File: config.mk
export PLATFORM = sky130hd
export DESIGN_NAME = interp_cal_ctrl
export DESIGN_NICKNAME = d
export VERILOG_FILES = /design/src/rtl/interp_cal_pkg.sv /design/src/rtl/icc_leg_drive.sv /design/src/rtl/icc_seq.sv /design/src/rtl/icc_strength.sv /design/src/rtl/interp_cal_ctrl.sv
export SDC_FILE = /design/constraint.sdc
export NUM_CORES = 1
export LEC_CHECK = 0
export ABC_AREA = 1
export BUFFER_PORTS_ARGS = -buffer_cell sky130_fd_sc_hd__buf_4
export CAP_MARGIN = 20
export CORE_ASPECT_RATIO = 1.2
export CORE_MARGIN = 2
export CORE_UTILIZATION = 32
export DETAILED_ROUTE_END_ITERATION = 10
export PLACE_DENSITY_LB_ADDON = 0.08
export SLEW_MARGIN = 20
export SYNTH_ARGS = -nofsm -noshare
export SYNTH_HDL_FRONTEND = slang
export SYNTH_SLANG_ARGS = --single-unit
File: constraint.sdc
create_clock -name clk -period 4.5 [get_ports clk]
set_input_delay 0.675 -clock clk [delete_from_list [all_inputs] [get_ports clk]]
set_output_delay 0.675 -clock clk [all_outputs]
set_load 0.01 [all_outputs]
File: src/rtl/interp_cal_pkg.sv
package interp_cal_pkg;
   typedef enum logic [1:0] {
      ST_IDLE = 2'd0,
      ST_CAL  = 2'd1,
      ST_LOCK = 2'd2
   } cal_state_t;
endpackage

File: src/rtl/icc_leg_drive.sv
module icc_leg_drive #(
   parameter int LEGS   = 16,
   parameter int FINE_W = $clog2(LEGS)
) (
   input  logic              clk,
   input  logic              rst_n,
   input  logic              cal_mode,
   input  logic [FINE_W-1:0] fine_req,
   output logic [LEGS-1:0]   load_a_en,
   output logic [LEGS-1:0]   load_b_en
);
   logic [LEGS-1:0] a_nxt, b_nxt, a_q, b_q;

   // thermometer decode: leg i on when request exceeds i
   for (genvar i = 0; i < LEGS; i++) begin : g_leg
      localparam logic [FINE_W-1:0] IDX = FINE_W'(i);
      assign b_nxt[i] = !cal_mode && (fine_req > IDX);
      assign a_nxt[i] = cal_mode;
   end

   always_ff @(posedge clk or negedge rst_n) begin
      if (!rst_n) begin
         a_q <= '0;
         b_q <= '0;
      end else begin
         a_q <= a_nxt;
         b_q <= b_nxt;
      end
   end

   assign load_a_en = a_q;
   assign load_b_en = b_q;

   assert_cal_legs_R2: assert property (@(posedge clk) disable iff (!rst_n)
      cal_mode |=> (&a_q && b_q == '0));
   assert_interp_count_R3: assert property (@(posedge clk) disable iff (!rst_n)
      !cal_mode |=> (a_q == '0 && $countones(b_q) == int'($past(fine_req))));
   assert_interp_shape_R3: assert property (@(posedge clk) disable iff (!rst_n)
      ((b_q & (b_q + 1'b1)) == '0));
endmodule

File: src/rtl/icc_seq.sv
module icc_seq
   import interp_cal_pkg::*;
#(
   parameter int SETTLE = 3
) (
   input  logic clk,
   input  logic rst_n,
   input  logic cal_mode,
   input  logic det_late,
   output logic load_mid,
   output logic step_en,
   output logic step_up,
   output logic done
);
   cal_state_t st;
   logic done_q, prev_q, have_q, tog_q;
   logic cmp_now, reversal, lock_now, start;

   assign start    = (st == ST_IDLE) && cal_mode;
   assign reversal = have_q && (det_late != prev_q);
   assign lock_now = (st == ST_CAL) && cal_mode && cmp_now && reversal && tog_q;

   // settle spacing between comparisons: counter only when a gap is asked for
   if (SETTLE > 0) begin : g_settle
      localparam int CNT_W = $clog2(SETTLE + 1);
      localparam logic [CNT_W-1:0] RELOAD = CNT_W'(SETTLE);
      logic [CNT_W-1:0] cnt_q;
      always_ff @(posedge clk or negedge rst_n) begin
         if (!rst_n)                        cnt_q <= '0;
         else if (start)                    cnt_q <= RELOAD;
         else if (st == ST_CAL && cal_mode) cnt_q <= (cnt_q == '0) ? RELOAD : cnt_q - 1'b1;
      end
      assign cmp_now = (cnt_q == '0);
   end else begin : g_nosettle
      assign cmp_now = 1'b1;
   end

   always_ff @(posedge clk or negedge rst_n) begin
      if (!rst_n) begin
         st     <= ST_IDLE;
         done_q <= 1'b0;
         prev_q <= 1'b0;
         have_q <= 1'b0;
         tog_q  <= 1'b0;
      end else begin
         unique case (st)
            ST_IDLE: if (cal_mode) begin
               st     <= ST_CAL;
               done_q <= 1'b0;
               have_q <= 1'b0;
               tog_q  <= 1'b0;
            end
            ST_CAL: if (!cal_mode) begin
               st <= ST_IDLE;
            end else if (cmp_now) begin
               prev_q <= det_late;
               have_q <= 1'b1;
               if (reversal && tog_q) begin
                  st     <= ST_LOCK;
                  done_q <= 1'b1;
                  tog_q  <= 1'b0;
               end else begin
                  tog_q  <= reversal;
               end
            end
            ST_LOCK: if (!cal_mode) st <= ST_IDLE;
            default: st <= ST_IDLE;
         endcase
      end
   end

   assign load_mid = start;
   assign step_en  = (st == ST_CAL) && cal_mode && cmp_now && !lock_now;
   assign step_up  = det_late;
   assign done     = done_q;

   assert_start_clears_R4: assert property (@(posedge clk) disable iff (!rst_n)
      (st == ST_IDLE && cal_mode) |=> (st == ST_CAL && !done_q));
   assert_abort_R10: assert property (@(posedge clk) disable iff (!rst_n)
      (st == ST_CAL && !cal_mode) |=> (st == ST_IDLE && !done_q));
   assert_lock_hold_R9: assert property (@(posedge clk) disable iff (!rst_n)
      (st == ST_LOCK && cal_mode) |=> (st == ST_LOCK && done_q));
   assert_done_rise_R8: assert property (@(posedge clk) disable iff (!rst_n)
      $rose(done_q) |-> (st == ST_LOCK && $past(st == ST_CAL)));
endmodule

File: src/rtl/icc_strength.sv
module icc_strength #(
   parameter int STR_W = 5
) (
   input  logic             clk,
   input  logic             rst_n,
   input  logic             load_mid,
   input  logic             step_en,
   input  logic             step_up,
   output logic [STR_W-1:0] rup,
   output logic [STR_W-1:0] rdn
);
   localparam logic [STR_W-1:0] MAXV = {STR_W{1'b1}};
   localparam logic [STR_W-1:0] MIDV = STR_W'(1 << (STR_W - 1));

   logic [STR_W-1:0] rup_q, rdn_q;
   logic [STR_W:0]   sum;
   logic             can_up, can_dn;

   // rup leads by at most one: rdn at max means both at max, rup at zero means both zero
   assign can_up = (rdn_q != MAXV);
   assign can_dn = (rup_q != '0);
   assign sum    = {1'b0, rup_q} + {1'b0, rdn_q};

   always_ff @(posedge clk or negedge rst_n) begin
      if (!rst_n) begin
         rup_q <= MIDV;
         rdn_q <= MIDV;
      end else if (load_mid) begin
         rup_q <= MIDV;
         rdn_q <= MIDV;
      end else if (step_en) begin
         if (step_up && can_up) begin
            if (rup_q == rdn_q) rup_q <= rup_q + 1'b1;
            else                rdn_q <= rdn_q + 1'b1;
         end else if (!step_up && can_dn) begin
            if (rup_q != rdn_q) rup_q <= rup_q - 1'b1;
            else                rdn_q <= rdn_q - 1'b1;
         end
      end
   end

   assign rup = rup_q;
   assign rdn = rdn_q;

   assert_pair_balance_R6: assert property (@(posedge clk) disable iff (!rst_n)
      (rup_q == rdn_q) || (rup_q == rdn_q + 1'b1));
   assert_step_up_R6: assert property (@(posedge clk) disable iff (!rst_n)
      (step_en && !load_mid && step_up && can_up) |=> (sum == $past(sum) + 1'b1));
   assert_step_dn_R6: assert property (@(posedge clk) disable iff (!rst_n)
      (step_en && !load_mid && !step_up && can_dn) |=> (sum == $past(sum) - 1'b1));
   assert_sat_top_R7: assert property (@(posedge clk) disable iff (!rst_n)
      (step_en && !load_mid && step_up && !can_up) |=> (rup_q == MAXV && rdn_q == MAXV));
   assert_sat_bot_R7: assert property (@(posedge clk) disable iff (!rst_n)
      (step_en && !load_mid && !step_up && !can_dn) |=> (rup_q == '0 && rdn_q == '0));
endmodule

File: src/rtl/interp_cal_ctrl.sv
module interp_cal_ctrl #(
   parameter int LEGS   = 16,
   parameter int STR_W  = 5,
   parameter int SETTLE = 3,
   localparam int FINE_W = $clog2(LEGS)
) (
   input  logic              clk,
   input  logic              rst_n,
   input  logic              cal_mode,
   input  logic              det_late,
   input  logic [FINE_W-1:0] fine_req,
   output logic [STR_W-1:0]  rup_code,
   output logic [STR_W-1:0]  rdn_code,
   output logic [LEGS-1:0]   load_a_en,
   output logic [LEGS-1:0]   load_b_en,
   output logic              cal_done
);
   if (LEGS < 2 || (LEGS & (LEGS - 1)) != 0) begin : g_bad_legs
      $error("LEGS must be a power of two of at least 2");
   end
   if (STR_W < 2) begin : g_bad_strw
      $error("STR_W must be at least 2");
   end
   if (SETTLE < 0) begin : g_bad_settle
      $error("SETTLE must not be negative");
   end

   logic load_mid, step_en, step_up;

   icc_seq #(.SETTLE(SETTLE)) u_seq (
      .clk(clk), .rst_n(rst_n), .cal_mode(cal_mode), .det_late(det_late),
      .load_mid(load_mid), .step_en(step_en), .step_up(step_up), .done(cal_done)
   );

   icc_strength #(.STR_W(STR_W)) u_str (
      .clk(clk), .rst_n(rst_n), .load_mid(load_mid), .step_en(step_en),
      .step_up(step_up), .rup(rup_code), .rdn(rdn_code)
   );

   icc_leg_drive #(.LEGS(LEGS), .FINE_W(FINE_W)) u_legs (
      .clk(clk), .rst_n(rst_n), .cal_mode(cal_mode), .fine_req(fine_req),
      .load_a_en(load_a_en), .load_b_en(load_b_en)
   );

   // done high after a cycle that already had the mode high means locked
   assert_codes_frozen_R9: assert property (@(posedge clk) disable iff (!rst_n)
      (cal_done && cal_mode && $past(cal_mode)) |=>
         ($stable(rup_code) && $stable(rdn_code) && cal_done));
   assert_codes_kept_R10: assert property (@(posedge clk) disable iff (!rst_n)
      (!cal_mode && $past(!cal_mode)) |=> ($stable(rup_code) && $stable(rdn_code)));
endmodule

==> impl_metrics.yaml, run 1 <==
outcome:
  status: "finished clean"
finish:
  fin_area_um2: 2536
  final_util_pct: 39.59
  drive_above_1_share_pct: 25.74
  fill_cells: 701
  n_antenna_cell: 0
  nets: 320
  syn2layout_area_growth_pct: 19.52
  instances_no_fill: 388
synth:
  synth_area_um2: 2122
  yosysWarningCount: 0
  ys_seq_area_share_pct: 40.21
  synth_ff_type: "dfrtp_1"
  synth.distinct_cells: 30
  syn_nets: 283
  async_flop_share_pct: 100.0
  synth_fa_ha_area_share_pct: 6.604
  synth_top_family_by_area: "simple AND/OR/NAND/NOR gates"
  synth_compound_area_share_pct: 6.132
  synth-xor-area-share_pct: 0.8255
  synthSimpleGateAreaFrac_pct: 31.49
  ys_ff_latch: 34
  synthCells: 265
  avgSynthCellArea_um2: 8.008
  synth_edf_count: 0
  synthMuxAreaShare_pct: 0.4717
routing:
  num_vias: 1762
  dr.pass1.iters: 4
  drtIter0Drc: 85
  drt-total-wl_mm: 4.875
  wl_per_cell_um: 12.56
  ant_nets: 0
  drc_errors: 0
  vias_per_cell: 4.541
power_and_ir_drop:
  clockPowerShare_pct: 17.8
  switching_share_pct: 43.77
  ir_worst_vdd_mv: 0.2104
  switchingPower_w: 0.0005680
  power.internal_w: 0.0007298
  comb_power_share_pct: 44.6
  p_leak_nw: 1.344
  pwr-share-seq_pct: 37.6
  pwr_density_cell_nw_per_um2: 511.7
grt:
  grt_pass1_wl_mm: 8.238
  grt_max_degree: 35
  grt_pass1_vias: 1717
  grt.overflow.total: 0
  antenna_found_initial: 0
  grtUsageTotal_pct: 14.48
floorplanning:
  core_um2: 6406
  fp.dieW_um: 78.34
  die_h_um: 93.21
  ios: 51
  initial_core_util_pct: 33.12
  dieArea_um2: 7301
  row_count: 32
timing:
  setup_viol_count_final: 0
  tns_ps: 0
  grt_setup_unrepaired: "no"
  drv_slew: 0
  min_period_ps: 2145
  fmax_mhz: 466.2
  hold_violations: 0
  finalCritPeriodShare_pct: 47.66
  skew_ps: 3.471
min_path:
  hp-class: "input pin to async pin"
clocking:
  clock_sinks: 34
  cts_max_level: 2
  cts_post_setup_buffers_inserted: 0
  hold_buffers: 0
  cts_resized: 0
  clk_latency_ps: 280
  cts-root-buf: "clkbuf_8"
  numCtsBuffers: 5
  cts_buffer_depth: 2
  cts_tree: "yes"
  clk_pin_slew_ps: 80
placement:
  dpl.cell_count: 380
  dpl_cell_area_um2: 2446
  place_congestion: 0.7905
  dp_hpwl_mm: 3.624
  place.port_buffers: 49
worst_setup_path:
  cp_max_fo: 16
  cp.required_ps: 4720
  cp_num_buf_inv: 1
  critPathArrivalTime_ps: 2370
  crit_path_max_incr_delay_ps: 600
  path_class: "flip-flop to flip-flop"
  crit_path_start_kind: "flip-flop"
  crit_family: "flip-flops"
  slowest_stage: "dfstp_2"
  path_cells: "nand3_2 > o21bai_4 > ha_1 > nand2_1 > nand2_1 > a21oi_1 > inv_1 > nand3_1 > nand3_1 > nand3_1 > nand2_1"
  endpoint_kind: "flip-flop"
flow_run:
  cap_violations: 0
==> state kept, by name, indices dropped and copies added, names as in the netlist <==
register              cells
u_legs.load_a_en          1
u_legs.load_b_en         15
u_seq.done                1
u_seq.g_settle.cnt_q      2
u_seq.have_q              1
u_seq.prev_q              1
u_seq.st                  2
u_seq.tog_q               1
u_str.rdn                 5
u_str.rup                 5
==> cell families (layout without fill, tap and decap cells) <==
kind of cell	Yosys count	after routing
multiplexers	1	1
flip-flops	34	34
adder cells (fa/ha/maj)	10	10
other	1	1
AND/OR/NAND/NOR	139	139
XOR/XNOR	2	2
buffers and inverters	58	96
AO/OA/AOI/OAI	20	20
==> cell usage in the layout (no fill, tap or decap), drive strengths merged <==
cell | synthesis | final
dfstp | 2 | 2
nor3 | 3 | 3
clkbuf | 0 | 5
nor3b | 1 | 1
clkinvlp | 0 | 1
fa | 2 | 2
clkinv | 1 | 3
conb | 1 | 1
inv | 38 | 38
a22oi | 1 | 1
buf | 19 | 49
a31oi | 2 | 2
a311oi | 2 | 2
xnor2 | 2 | 2
mux2i | 1 | 1
dfrtp | 32 | 32
nor2 | 26 | 26
ha | 8 | 8
nand4 | 9 | 9
a21oi | 10 | 10
o21bai | 1 | 1
nand2 | 70 | 70
a41oi | 1 | 1
o21ai | 3 | 3
nand3 | 30 | 30
==> cells in the mapped netlist (all sizes together), types with 3 or more instances <==
| library cell | n | share of area, % |
|---|---|---|
| nor3 | 3 | 0.71 |
| dfrtp | 32 | 38 |
| nand3 | 30 | 8.3 |
| nand2 | 70 | 13 |
| o21ai | 3 | 0.71 |
| nor2 | 26 | 6.4 |
| buf | 19 | 7.1 |
| a21oi | 10 | 2.4 |
| ha | 8 | 4.7 |
| nand4 | 9 | 2.7 |
| inv | 38 | 6.8 |
==> power by group through the flow <==
| stage | registers, W | logic [W] | clock network [W] |
|---|---|---|---|
| global placement | 0.000496 | 0.000583 | 0 |
| finish | 0.000488 | 0.000579 | 0.000231 |
| CTS | 0.000490 | 0.000589 | 0.000238 |
| detailed placement | 0.000496 | 0.000587 | 0 |
| global route | 0.000505 | 0.000667 | 0.000253 |
| floorplan | 0.000483 | 0.000400 | 0 |
==> layer usage <==
layer  GRT usage (%)  vias to the layer above  part of all wire (%)
li1                -                      902                     -
met1           18.05                      819                    43
met2           24.07                       33                    50
met3           3.282                        8                   5.0
met4           6.140                        0                   1.9
met5               0                        -                     0
==> path summary, 6_finish.rpt <==
kind / startpoint / to / slack [ps] / cells past startpoint
max: u_str.rdn[4] / u_str.rup[4] / 2360 / 11
min: rst_n / u_str.rdn[3] / 320 / 1
max reg2reg: u_str.rdn[4] / u_str.rup[4] / 2360 / 11
min reg2reg: u_seq.tog_q / u_seq.tog_q / 480 / 1
max in group asynchronous: rst_n / u_str.rup[4] / 3830 / 1
min in group clk: u_seq.tog_q / u_seq.tog_q / 480 / 1
==> final cells by class <==
type                            count  area, um2  area share [%]
Clock buffer                        5      68.82           2.713
Clock inverter                      3      21.27          0.8387
Inverter                           39      148.9           5.871
Multi-Input combinational cell    173      969.7           38.23
Sequential cell                    34      853.3           33.65
Tap cell                           85      106.4           4.193
Timing Repair Buffer               49      367.9           14.50
==> per-stage QoR <==
stage	setup WS [ps]	hold WS (ps)	total power, W
floorplan	2486	379.4	0.0008832
global placement	2223	468.7	0.001079
detailed placement	2165	480.1	0.001082
CTS	2344	345.6	0.001316
global route	2130	348.8	0.001425
finish	2355	317.3	0.001298
==> worst reg2reg max path, cell delays in order (launching register included) <==
cell and delay, ps:
dfstp_2 600, nand3_2 110, o21bai_4 400, ha_1 330, nand2_1 60, nand2_1 40
a21oi_1 190, inv_1 60, nand3_1 80, nand3_1 70, nand3_1 90, nand2_1 60
No activity file was read; power rests on OpenSTA's default activity.
==> inputs of run 2 (changes only) <==
==> constraint.sdc (replaced) <==
create_clock -name clk -period 1.7 [get_ports clk]
set_input_delay 0.255 -clock clk [delete_from_list [all_inputs] [get_ports clk]]
set_output_delay 0.255 -clock clk [all_outputs]
set_load 0.01 [all_outputs]
==> run 2 against run 1 <==
Net effect:
- the run now ends with setup timing left
- die area stayed put
- hold slack got worse by 120 ps
- total power grew to 3.0 times the previous value
- register-to-register slack worse by 2500 ps
- clock-buffer cell count is 2 higher
- sequential cell count stayed put
- worst setup slack got worse by 2500 ps
- highest routed layer unchanged
==> impl_metrics.yaml, run 2 (synthesized netlist as in run 1, its figures left out) <==
clocking:
  clk_latency_ps: 280
  cts_max_level: 2
  clk_pin_slew_ps: 70
  numCtsBuffers: 5
  clock_sinks: 34
  cts-root-buf: "clkbuf_8"
  cts_buffer_depth: 2
  cts_tree: "yes"
finish:
  drive_above_1_share_pct: 37.46
  largest_register_ffs: 15
  n_antenna_cell: 0
  final_common_cell: "buf_4"
  nets: 348
  mostFrequentLayoutCells: "buf_4, nand2_1, inv_1, dfrtp_1, nand3_1"
  final_util_pct: 45.29
  syn2layout_area_growth_pct: 36.73
floorplanning:
  initial_core_util_pct: 33.12
  dieArea_um2: 7301
  die_h_um: 93.21
  fp.dieW_um: 78.34
  ios: 51
  core_um2: 6406
  row_count: 32
timing:
  skew_ps: 2.361
  finalCritPeriodShare_pct: 107.5
  grt_setup_unrepaired: "yes"
  hold_violations: 0
  fmax_mhz: 547.1
  layout_setup_ws_ps: -127.8
  setup_viol_count_final: 8
  min_period_ps: 1828
  tns_ps: -629.5
  drv_slew: 0
placement:
  preCtsSetupSlack_ps: -204.4
  place.port_buffers: 49
  place_congestion: 0.8007
  dp_hpwl_mm: 3.827
routing:
  drc_errors: 0
  drtIter0Drc: 62
  ant_nets: 0
  drt-total-wl_mm: 5.263
  num_vias: 1902
  vias_per_cell: 4.572
  wl_per_cell_um: 12.65
  dr.pass1.iters: 4
worst_setup_path:
  reg2reg_from: "u_str.rdn[1]"
  critPathArrivalTime_ps: 2050
  crit_path_start_kind: "flip-flop"
  startpoint: "u_str.rdn[1]"
  cp_max_fo: 8
  critical_path.endpoint: "u_str.rup[4]"
  path_class: "flip-flop to flip-flop"
  r2r_slack_ps: -130
  rr_endpoint: "u_str.rup[4]"
  worstRegToRegCells: 13
  endpoint_kind: "flip-flop"
  cp.required_ps: 1920
power_and_ir_drop:
  switching_share_pct: 41.58
  pwr_density_cell_nw_per_um2: 1348
  ir_worst_vdd_mv: 0.4717
  switchingPower_w: 0.001627
  comb_power_share_pct: 54.4
  clockPowerShare_pct: 15.9
  p_leak_nw: 1.506
  pwr-share-seq_pct: 29.7
  fin_total_pwr_w: 0.003912
  power.internal_w: 0.002286
outcome:
  violations: "setup timing"
  status: "complete, but fails checks"
grt:
  grt_pass1_vias: 1874
  grt_max_degree: 35
  grtUsageTotal_pct: 15.58
  antenna_found_initial: 0
  grt_pass1_wl_mm: 8.804
  grt.overflow.total: 0
min_path:
  min_path_cells: 2
  hp-class: "input pin to flip-flop"
flow_run:
  cap_violations: 0
[run 2: cell count changes in the layout (fill, tap and decap cells not counted), moves of 3 or more]
cell,delta
nand3_4,+3
dfrtp_2,+3
ha_1,-3
dfrtp_1,-3
ha_4,+3
buf_4,+22
a21oi_1,-3
[run 2: per-layer routing]
metal	vias up	track usage, %	share of wire (%)
met5	-	0	0
li1	963	-	-
met4	0	6.287	1.3
met1	896	17.68	43
met2	37	27.66	51
met3	6	4.151	4.7
[run 2: how the worst min path moves through the flow]
stage,from,endpoint,slack (ps)
5_1_grt,fine_req[2],u_legs.load_b_en[4],190
2_1_floorplan,rst_n,u_legs.load_a_en[0],-40
4_1_cts,fine_req[2],u_legs.load_b_en[4],190
3_5_place_dp,rst_n,u_str.rdn[3],240
3_3_place_gp,rst_n,u_str.rdn[3],240
6_report,fine_req[2],u_legs.load_b_en[4],200
[run 2: power by group through the flow]
stage | Clock [W] | Sequential [W] | Combinational (W)
CTS | 0.000650 | 0.00116 | 0.00202
global placement | 0 | 0.00117 | 0.00189
global route | 0.000686 | 0.00119 | 0.00239
finish | 0.000622 | 0.00116 | 0.00213
floorplan | 0 | 0.00128 | 0.00109
detailed placement | 0 | 0.00117 | 0.00191
[run 2: stage by stage]
stage | std cells | area (um2) | hold slack, ps
after CTS | 413 | 2810 | 191.1
after global placement | 400 | 2618 | 242.0
after global routing | 416 | 2902 | 190.2
after floorplan | 265 | 2143 | -40.59
after detailed placement | 400 | 2618 | 242.0
final | 416 | 2902 | 200.4
[run 2: repair_timing]
| item | 4_1_cts | 5_1_grt |
|---|---|---|
| hold buffers | 1 | 0 |
| gates cloned | 0 | 1 |
| setup buffers | 5 | 3 |
| pin swaps | 10 | 9 |
| resized for setup | 11 | 16 |
| endpoints found under the setup margin | 10 | 10 |
| hold endpoints to repair | 32 | 0 |
[run 2: critical path, cell delays in order (launching register included)]
cell	delay, ps
dfrtp_1	400
nand2_2	100
o21bai_4	80
buf_12	150
buf_6	120
fa_2	330
nand2_1	70
nand2_1	50
a21oi_2	140
inv_1	50
nand3_1	70
nand3_1	70
nand3_1	80
nand2_1	50
[run 2: final cells by class]
type / instances / area (um2)
clock inverters: 1 / 5.005
fillers: 651 / 3505
clock buffers: 7 / 86.33
well taps: 85 / 106.4
inverters: 39 / 148.9
flip-flops and latches: 34 / 857.1
multi-input cells: 174 / 1097
repair buffers: 76 / 600.6
==> inputs of run 3 (changes only) <==
--- a/config.mk
+++ b/config.mk
@@ -8,12 +8,11 @@
 export ABC_AREA = 1
 export BUFFER_PORTS_ARGS = -buffer_cell sky130_fd_sc_hd__buf_4
 export CAP_MARGIN = 20
-export CORE_ASPECT_RATIO = 1.2
 export CORE_MARGIN = 2
 export CORE_UTILIZATION = 32
 export DETAILED_ROUTE_END_ITERATION = 10
-export PLACE_DENSITY_LB_ADDON = 0.08
 export SLEW_MARGIN = 20
 export SYNTH_ARGS = -nofsm -noshare
 export SYNTH_HDL_FRONTEND = slang
+export SYNTH_HIERARCHICAL = 1
 export SYNTH_SLANG_ARGS = --single-unit
==> run 3 against run 2 <==
Net effect:
- the flow still finishes with violations (setup timing)
- clock power is 0.6% lower
- utilization is 1.1 points lower
- sequential power hardly changed
- final area is 2.2% higher
- via count is 0.58% lower
- first-iteration DRC count is 19% higher
- combinational power hardly changed
- register-to-register slack better by 110 ps
- critical endpoint is now u_str/rup[4]
==> impl_metrics.yaml, run 3 <==
timing:
  skew_ps: 4.100
  layout_setup_ws_ps: -17.66
  setup_viol_count_final: 4
  finalCritPeriodShare_pct: 101.0
  hold_violations: 0
  drv_slew: 0
  tns_ps: -27.97
  min_period_ps: 1718
  grt_setup_unrepaired: "yes"
  fmax_mhz: 582.2
  whs_ps: 253.3
routing:
  wl_per_cell_um: 12.33
  drtIter0Drc: 74
  ant_nets: 0
  num_vias: 1891
  dr.pass1.iters: 4
  vias_per_cell: 4.524
  drt-total-wl_mm: 5.152
  drc_errors: 0
power_and_ir_drop:
  ir_worst_vdd_mv: 0.5183
  p_leak_nw: 1.579
  clockPowerShare_pct: 15.8
  switchingPower_w: 0.001625
  power.internal_w: 0.002284
  pwr-share-seq_pct: 30.4
  switching_share_pct: 41.56
  pwr_density_cell_nw_per_um2: 1318
  comb_power_share_pct: 53.8
grt:
  antenna_found_initial: 0
  grt_pass1_wl_mm: 8.818
  grt_pass1_vias: 1942
  grt_max_degree: 35
  grtUsageTotal_pct: 14.91
  grt.overflow.total: 0
finish:
  drive_above_1_share_pct: 38.17
  fill_cells: 645
  nets: 357
  mostFrequentLayoutCells: "nand2_1, buf_4, inv_1, dfrtp_1, nor2_1"
  largest_register_ffs: 15
  final_common_cell: "nand2_1"
  n_antenna_cell: 0
  final_util_pct: 44.15
  syn2layout_area_growth_pct: 35.41
  fin_area_um2: 2967
synth:
  synth.distinct_cells: 33
  synth_fa_ha_area_share_pct: 7.539
  avgSynthCellArea_um2: 7.824
  ys_ff_latch: 34
  synth_area_um2: 2191
  synth_compound_area_share_pct: 4.055
  synth_top_family_by_area: "simple AND/OR/NAND/NOR gates"
  ys_seq_area_share_pct: 38.95
  syn_nets: 300
  async_flop_share_pct: 100.0
  synth_edf_count: 0
  synth_ff_type: "dfrtp_1"
  synthSimpleGateAreaFrac_pct: 34.09
  ys_top_cells_by_area: "dfrtp_1, nand2_1, buf_4"
  synthMuxAreaShare_pct: 0
  synth_most_common_cell: "nand2_1"
  synthTopCellsByCount: "nand2_1, dfrtp_1, inv_1, nor2_1, nand3_1"
  synth-xor-area-share_pct: 1.999
  synth_largest_area_cell: "dfrtp_1"
  yosysTopAreaCellShare_pct: 36.55
  synthCells: 280
  yosysWarningCount: 6
floorplanning:
  fp.dieW_um: 86.75
  ios: 51
  die_h_um: 86.75
  row_count: 30
  initial_core_util_pct: 32.61
  dieArea_um2: 7525
  core_um2: 6719
clocking:
  clk_pin_slew_ps: 70
  clock_sinks: 34
  numCtsBuffers: 5
  cts_tree: "yes"
  clk_latency_ps: 280
  cts_max_level: 2
  cts-root-buf: "clkbuf_8"
  cts_buffer_depth: 2
worst_setup_path:
  endpoint_kind: "flip-flop"
  cp.required_ps: 1930
  path_class: "flip-flop to flip-flop"
  cp_max_fo: 6
  crit_path_start_kind: "flip-flop"
  critPathArrivalTime_ps: 1950
placement:
  dpl_cell_area_um2: 2695
  preCtsSetupSlack_ps: -66.36
  place.port_buffers: 49
  place_congestion: 0.7972
  dp_hpwl_mm: 3.691
outcome:
  status: "complete, but fails checks"
  violations: "setup timing"
min_path:
  hp-class: "input pin to flip-flop"
flow_run:
  cap_violations: 0
## run 3: path summary, 6_finish.rpt
check	startpoint	endpoint	slack, ps	depth (start not counted)
max in group asynchronous	rst_n	u_str/rdn[0]	900	2
worst max-delay path	u_str/rdn[4]	u_str/rup[4]	-20	13
worst max register to register	u_str/rdn[4]	u_str/rup[4]	-20	13
worst min register to register	u_seq/prev_q	u_seq/prev_q	510	2
min in group asynchronous	rst_n	u_seq/g_settle.cnt_q[1]	450	2
worst min-delay path	fine_req[2]	u_legs/load_b_en[11]	250	3
## run 3: kinds of logic (layout without fill, tap and decap cells)
family / Yosys count / after routing
AOI/OAI and AO/OA: 15 / 15
adders and majority gates: 12 / 12
DFF: 34 / 34
xor gates and xnor gates: 5 / 5
and+or+nand+nor: 156 / 157
buffers and inverters: 57 / 114
other: 1 / 1
## run 3: power by group through the flow
stage / Clock, W / Combinational [W] / Sequential (W)
global route: 0.000689 / 0.00237 / 0.00121
finish: 0.000618 / 0.00210 / 0.00119
CTS: 0.000649 / 0.00196 / 0.00118
detailed placement: 0 / 0.00192 / 0.00119
floorplan: 0 / 0.00111 / 0.00131
global placement: 0 / 0.00188 / 0.00119
## run 3: what timing repair did
item	in CTS	in global routing
pin swaps	2	11
hold endpoints to repair	32	0
gates cloned	1	1
hold buffers	1	0
gates resized for setup	5	22
setup buffers	1	1
endpoints found under the setup margin	5	10
## run 3: routing by layer
metal / GRT usage [%] / share of wire [%] / vias to the layer above
met5: 0 / 0 / -
met1: 17.55 / 43 / 875
met4: 4.972 / 1.6 / 0
met3: 4.571 / 6.4 / 9
met2: 25.80 / 49 / 47
li1: - / - / 960
## run 3: layout make-up
cell class	count	area (um2)	area share, %
clock inverters	1	5.005	0.1687
clock buffers	7	86.33	2.910
well taps	80	100.1	3.374
multi-input cells	190	1219	41.08
repair buffers	68	554.3	18.68
flip-flops and latches	34	859.6	28.98
inverters	38	142.6	4.808
## run 3: worst max-delay path, stage by stage, from the launching register on
cell and delay, ps:
dfstp_2 540, inv_2 50, nor2_4 90, nand2_4 100, nand2_8 110, ha_4 210
a21o_1 180, nand2_1 60, nand2_2 70, inv_2 50, nand2_1 40, nand3_1 60
nand2_1 50, nand2_1 50
## run 3: stage by stage
step,total power (W),instances
after floorplan,0.002420,280
after global placement,0.003062,405
after detailed placement,0.003107,405
after CTS,0.003793,416
after global routing,0.004270,418
final,0.003909,418
